File: config.mk
export PLATFORM = sky130hd
export DESIGN_NAME = bt_addsub_unit
export DESIGN_NICKNAME = d
export VERILOG_FILES = /design/src/rtl/bt_pkg.sv /design/src/rtl/bt_trit_fa.sv /design/src/rtl/bt_ripple_add.sv /design/src/rtl/bt_word_sign.sv /design/src/rtl/bt_addsub_unit.sv
export SDC_FILE = /design/constraint.sdc
export NUM_CORES = 1
export LEC_CHECK = 0
export BUFFER_PORTS_ARGS = -buffer_cell sky130_fd_sc_hd__buf_2
export CAP_MARGIN = 20
export CELL_PAD_IN_SITES_DETAIL_PLACEMENT = 2
export CELL_PAD_IN_SITES_GLOBAL_PLACEMENT = 2
export CORE_MARGIN = 5
export CORE_UTILIZATION = 28
export DETAILED_ROUTE_END_ITERATION = 8
export MAX_ROUTING_LAYER = met4
export PLACE_DENSITY = 0.84
export SLEW_MARGIN = 40
export SYNTH_ARGS = -nofsm -noshare
export SYNTH_HDL_FRONTEND = slang
export SYNTH_SLANG_ARGS = --single-unit
File: constraint.sdc
create_clock -name clk -period 38.7 [get_ports clk]
set_input_delay 3.87 -clock clk [delete_from_list [all_inputs] [get_ports clk]]
set_output_delay 3.87 -clock clk [all_outputs]
set_load 0.1 [all_outputs]
File: src/rtl/bt_pkg.sv
package bt_pkg;

  typedef logic [1:0] trit_t;

  localparam trit_t T_Z = 2'b00;
  localparam trit_t T_P = 2'b01;
  localparam trit_t T_N = 2'b11;

  typedef enum logic [1:0] {
    OP_ADD     = 2'b00,
    OP_SUB     = 2'b01,
    OP_CMP     = 2'b10,
    OP_ADD_ALT = 2'b11
  } op_e;

  // fold the unused code onto zero
  function automatic trit_t canon(input trit_t t);
    return (t == 2'b10) ? T_Z : t;
  endfunction

  function automatic trit_t neg(input trit_t t);
    case (t)
      T_P:     return T_N;
      T_N:     return T_P;
      default: return T_Z;
    endcase
  endfunction

  function automatic logic signed [2:0] tval(input trit_t t);
    case (t)
      T_P:     return 3'sd1;
      T_N:     return -3'sd1;
      default: return 3'sd0;
    endcase
  endfunction

endpackage

File: src/rtl/bt_trit_fa.sv
module bt_trit_fa
  import bt_pkg::*;
(
  input  trit_t a_i,
  input  trit_t b_i,
  input  trit_t c_i,
  output trit_t s_o,
  output trit_t c_o
);

  logic signed [2:0] tot;

  always_comb begin
    tot = tval(a_i) + tval(b_i) + tval(c_i);
    case (tot)
      -3'sd3:  begin s_o = T_Z; c_o = T_N; end
      -3'sd2:  begin s_o = T_P; c_o = T_N; end
      -3'sd1:  begin s_o = T_N; c_o = T_Z; end
      3'sd1:   begin s_o = T_P; c_o = T_Z; end
      3'sd2:   begin s_o = T_N; c_o = T_P; end
      3'sd3:   begin s_o = T_Z; c_o = T_P; end
      default: begin s_o = T_Z; c_o = T_Z; end
    endcase
  end

endmodule

File: src/rtl/bt_ripple_add.sv
module bt_ripple_add
  import bt_pkg::*;
#(
  parameter int W = 27
) (
  input  logic [2*W-1:0] a_i,
  input  logic [2*W-1:0] b_i,
  input  trit_t          c_i,
  output logic [2*W-1:0] s_o,
  output trit_t          c_o
);

  localparam int CW = 2 * (W + 1);

  logic [CW-1:0] cv;

  assign cv[1:0] = c_i;

  for (genvar i = 0; i < W; i++) begin : g_fa
    bt_trit_fa u_fa (
      .a_i (a_i[2*i+:2]),
      .b_i (b_i[2*i+:2]),
      .c_i (cv[2*i+:2]),
      .s_o (s_o[2*i+:2]),
      .c_o (cv[2*(i+1)+:2])
    );
  end

  assign c_o = cv[2*W+:2];

endmodule

File: src/rtl/bt_word_sign.sv
module bt_word_sign
  import bt_pkg::*;
#(
  parameter int W = 27
) (
  input  logic [2*W-1:0] w_i,
  output trit_t          s_o
);

  // the most significant non-zero trit decides the sign
  always_comb begin
    s_o = T_Z;
    for (int i = 0; i < W; i++) begin
      if (w_i[2*i+:2] != T_Z) s_o = w_i[2*i+:2];
    end
  end

endmodule

File: src/rtl/bt_addsub_unit.sv
module bt_addsub_unit
  import bt_pkg::*;
#(
  parameter int W = 27
) (
  input  logic           clk,
  input  logic           rst,
  input  logic [2*W-1:0] a_i,
  input  logic [2*W-1:0] b_i,
  input  logic [1:0]     op_i,
  input  logic [1:0]     mode_i,
  input  logic [1:0]     cin_i,
  output logic [2*W-1:0] res_o,
  output logic [2*W-1:0] flags_o
);

  localparam int BW      = 2 * W;
  localparam int SGN_LSB = 0;
  localparam int OVF_LSB = 2;
  localparam int CRY_LSB = 4;

  op_e     op;
  trit_t   mode, cin_c, cin_eff, carry, wsign, tsign, sign_f, ovf_f;
  logic    is_sub, is_cmp, sat;
  logic [BW-1:0] a_c, b_eff, wrapped, res_nx, flags_nx, all_p, all_n;

  assign op     = op_e'(op_i);
  assign is_cmp = (op == OP_CMP);
  assign is_sub = (op == OP_SUB) || is_cmp;
  assign mode   = is_cmp ? T_Z : canon(mode_i);
  assign sat    = (mode == T_P);
  assign cin_c  = canon(cin_i);
  assign cin_eff = (mode == T_N) ? (is_sub ? neg(cin_c) : cin_c) : T_Z;

  for (genvar g = 0; g < W; g++) begin : g_trit
    assign a_c[2*g+:2]   = canon(a_i[2*g+:2]);
    assign b_eff[2*g+:2] = is_sub ? neg(b_i[2*g+:2]) : canon(b_i[2*g+:2]);
    assign all_p[2*g+:2] = T_P;
    assign all_n[2*g+:2] = T_N;
  end

  bt_ripple_add #(.W(W)) u_add (
    .a_i (a_c),
    .b_i (b_eff),
    .c_i (cin_eff),
    .s_o (wrapped),
    .c_o (carry)
  );

  bt_word_sign #(.W(W)) u_sign (
    .w_i (wrapped),
    .s_o (wsign)
  );

  // a non-zero carry out dominates the sign of the exact result
  assign tsign = (carry != T_Z) ? carry : wsign;

  always_comb begin
    res_nx = wrapped;
    sign_f = wsign;
    ovf_f  = carry;
    if (sat) begin
      ovf_f  = T_Z;
      sign_f = tsign;
      if (carry == T_P)      res_nx = all_p;
      else if (carry == T_N) res_nx = all_n;
    end
    if (is_cmp) sign_f = tsign;
    flags_nx                   = '0;
    flags_nx[SGN_LSB+:2]       = sign_f;
    flags_nx[OVF_LSB+:2]       = ovf_f;
    flags_nx[CRY_LSB+:2]       = carry;
  end

  always_ff @(posedge clk) begin
    if (rst) begin
      res_o   <= '0;
      flags_o <= '0;
    end else begin
      if (!is_cmp) res_o <= res_nx;
      flags_o <= flags_nx;
    end
  end

endmodule

==> results by group <==
Setup path
  • R2R cell count: 2
  • Delay-heaviest family, CP: adder cells
  • Worst setup SP type: input port
  • WP buf/inv: 11
  • Critical Path RT: 38930 ps
  • Cell mode on critical path: ha_4
  • Crit end category: flop
  • Critical path type: input port to flop
  • Worst-path fanout max: 7
  • R2R Path End: res_o[43]
  • Worst path slowest cell: fa_2
  • RR Startpoint: res_o[43]
  • Largest stage delay on the critical path: 610 ps
  • R2r setup slk: approximately 38000 ps
  • Critical Path AT: a little under 40000 ps

Min path
  • Min-delay worst type: flop to flop
  • Min-delay src: res_o[45]
  • WHS Path Cells: 2
  • Hold-critical path endpoint: res_o[45]

Detailed routing
  • DRC: 0
  • Vias: 6939
  • Final ANT Viol Nets: 0
  • DRT Wirelength: approximately 28000 um
  • WL/cell: about 19 um
  • 1st-iter DRT viols: ~140
  • Vias per cell: ~4.7
  • First-pass DRT Iterations: 4

Clock network
  • TritonCTS buffer count: 9
  • Skew-Pair Late Insertion Delay: between 300 and 400 ps
  • Clock Path Buffers: 2
  • CTS Sinks: 60
  • Clk root buf: clkbuf_16
  • H-tree depth: 3
  • # hold bufs at CTS: 0
  • CTS tree: done
  • Clk slew on worst S/H paths: approximately 60 ps

STA
  • Worst Max-Slew Pin Slew: 863 ps
  • Final period utilization: 0.987
  • Max Fclk: 0.0262 GHz
  • Endpoints failing hold: 0
  • Setup slack after layout: a little over 500 ps
  • # setup viols final: 0
  • Worst Hold Slack: ~470 ps
  • Final period demand of the worst path: 38190 ps
  • Setup TNS: 0 ps
  • Worst Skew: 0 ps
  • Normalized max-slew margin: 0.423
  • Fin. max-slew vios: 0

Placed design
  • Placed cell area: 8890 um2
  • IO buf count: 175
  • RD Place Congestion: between 0.7 and 0.8
  • Place WS: -1300 ps
  • Post-DP HPWL: around 20000 um

Synthesis
  • Post-synthesis adder-cell area fraction: 0.189
  • Synthesized area: 7660 um2
  • Yosys reg bits: 60
  • Simple-Gate Fraction of Synth Area: 0.174
  • Synth Flop Type: dfxtp_1
  • Sequential area share after synthesis: 0.157
  • Mux cell area share after synthesis: 0.0106
  • Syn Area/Cell: approximately 8.3 um2
  • Number of distinct library cells after synthesis: 68
  • Complex-gate fraction of the synthesized area: 0.119
  • Syn. warnings: 0
  • Synth Area in XOR/XNOR: 0.215
  • Post-synth EDFFs: 0
  • Synth async-reset ratio: 0
  • Synth Instances: 920
  • Largest family of logic cells by synthesized area: XOR/XNOR gates

Global routing
  • Pin count of the biggest net entering global routing: a little under 90
  • Global route overflow: 0
  • Initial antenna violation count: 0
  • First-pass GRT wire length: between 30000 and 40000 um
  • GRT Total Usage: 0.162
  • Vias in the first global route: 7641

Die
  • # rows: 60
  • Die Y: 175 um
  • Starting density of the core: 0.284
  • I/O pins: around 220
  • Die width: ~180 um
  • Core Area: between 20000 and 30000 um2
  • Die Footprint: just over 30000 um2

Finish
  • Design Area, Final: a little over 10000 um2
  • N_diodes: 0
  • Nets: about 1300
  • Layout cell share with drive strength beyond 1: 0.369
  • Fillers: 3010
  • Syn-to-layout area delta: 32.8%

Job
  • Max cap viols: 0

Outcome
  • Outcome: complete, no violations
## what timing repair did
item	4_1_cts	5_1_grt
gates cloned	0	2
pin swaps	8	50
resized for setup	32	112
setup buffers	1	43
endpoints found under the setup margin	60	60
## cells in the final DEF, fill, tap and decap left out, types with 3 or more instances in the layout
master       n
and2_1      28
or2_2       12
xnor3_2     19
a21oi_2      7
mux2i_1      7
ha_4        24
xnor2_2      4
xor2_1      34
fa_2        24
a31oi_1      8
a21oi_1     56
o21ai_0     10
nand3b_1     3
xnor2_1     71
or3_1        3
nand3_1     28
inv_1      110
nand4_1      4
nor2b_1     15
a221oi_1    22
buf_2      175
a21oi_4      5
buf_4       59
xnor3_1      3
nand2_1     35
nand2b_1    11
nor2_2      16
nor2_4       9
conb_1      48
xor2_2       7
nor3_1       4
dfxtp_1     60
a221oi_2     6
o21a_1       3
inv_2        7
nor2_1      79
a211oi_1     3
clkbuf_16   11
clkinv_2     4
fa_1        30
## sequential cells by signal, indices dropped and copies added, names as in the netlist
signal / count
flags_o: 6
res_o: 54
## how the worst max path moves through the flow
stage	from	end	slack, ps	cells after the start
after detailed placement	op_i[0]	res_o[43]	-1300	128
final	op_i[0]	flags_o[1]	510	135
after floorplan	op_i[0]	flags_o[1]	30	137
after global placement	op_i[0]	res_o[35]	-370	121
after CTS	op_i[0]	flags_o[1]	8	129
after global routing	op_i[0]	res_o[43]	-740	145
## through the flow
stage          instances   util
6_report            1469  0.377
5_1_grt             1469  0.377
4_1_cts             1424  0.346
3_5_place_dp        1407  0.330
3_3_place_gp        1407  0.330
2_1_floorplan        967      -
## Yosys cell counts, drive strengths merged (3+ instances only)
| cell type | instances | area, um2 |
|---|---|---|
| a211oi | 4 | 35.0 |
| a21oi | 68 | 340 |
| a221oi | 28 | 245 |
| a31oi | 8 | 50.1 |
| and2 | 30 | 189 |
| and2b | 3 | 22.5 |
| and3 | 3 | 18.8 |
| buf | 62 | 460 |
| clkbuf | 33 | 129 |
| dfxtp | 60 | 1200 |
| fa | 54 | 1080 |
| ha | 28 | 350 |
| inv | 117 | 439 |
| mux2i | 7 | 70.1 |
| nand2 | 36 | 135 |
| nand2b | 12 | 75.1 |
| nand3 | 28 | 140 |
| nand3b | 3 | 22.5 |
| nand4 | 4 | 25.0 |
| nor2 | 104 | 393 |
| nor2b | 16 | 100 |
| nor3 | 4 | 20.0 |
| nor4b | 3 | 26.3 |
| o21a | 3 | 22.5 |
| o21ai | 11 | 55.1 |
| or2 | 12 | 75.1 |
| or3 | 3 | 18.8 |
| xnor2 | 76 | 681 |
| xnor3 | 22 | 498 |
| xor2 | 43 | 377 |
| xor3 | 4 | 95.1 |
## worst reg2reg max path: cells and delay by family, from the launching register on
family	cells	cell delay [ps]
DFF	1	340
AOI/OAI and AO/OA	1	280
buffers and inverters	1	80
## layout make-up
type	instances	area (um2)	area share
Clock inverter	5	50.0	0.00492
Inverter	117	439	0.0432
Multi-Input combinational cell	695	6370	0.626
Tap cell	341	427	0.0419
Sequential cell	60	1200	0.118
Timing Repair Buffer	240	1430	0.141
Clock buffer	11	253	0.0248
## cell families after synthesis
kind of cell / count (synthesis)
mux: 8
simple gates: 269
fa+ha+maj: 84
flops: 60
xor+xnor: 145
other cells: 1
compound gates: 141
buf+inv: 212
## metal layers
| metal | global-route usage | vias up | routed length, um |
|---|---|---|---|
| met4 | 0.0213 | 0 | 418 |
| met2 | 0.291 | 170 | 14800 |
| li1 | - | 3283 | - |
| met1 | 0.196 | 3452 | 11400 |
| met3 | 0.0295 | 34 | 1040 |
| met5 | - | - | 0 |
Power is left out: the tool's default activity adds up to more than one toggle a clock period on the data nets, which glitch-free logic cannot reach.
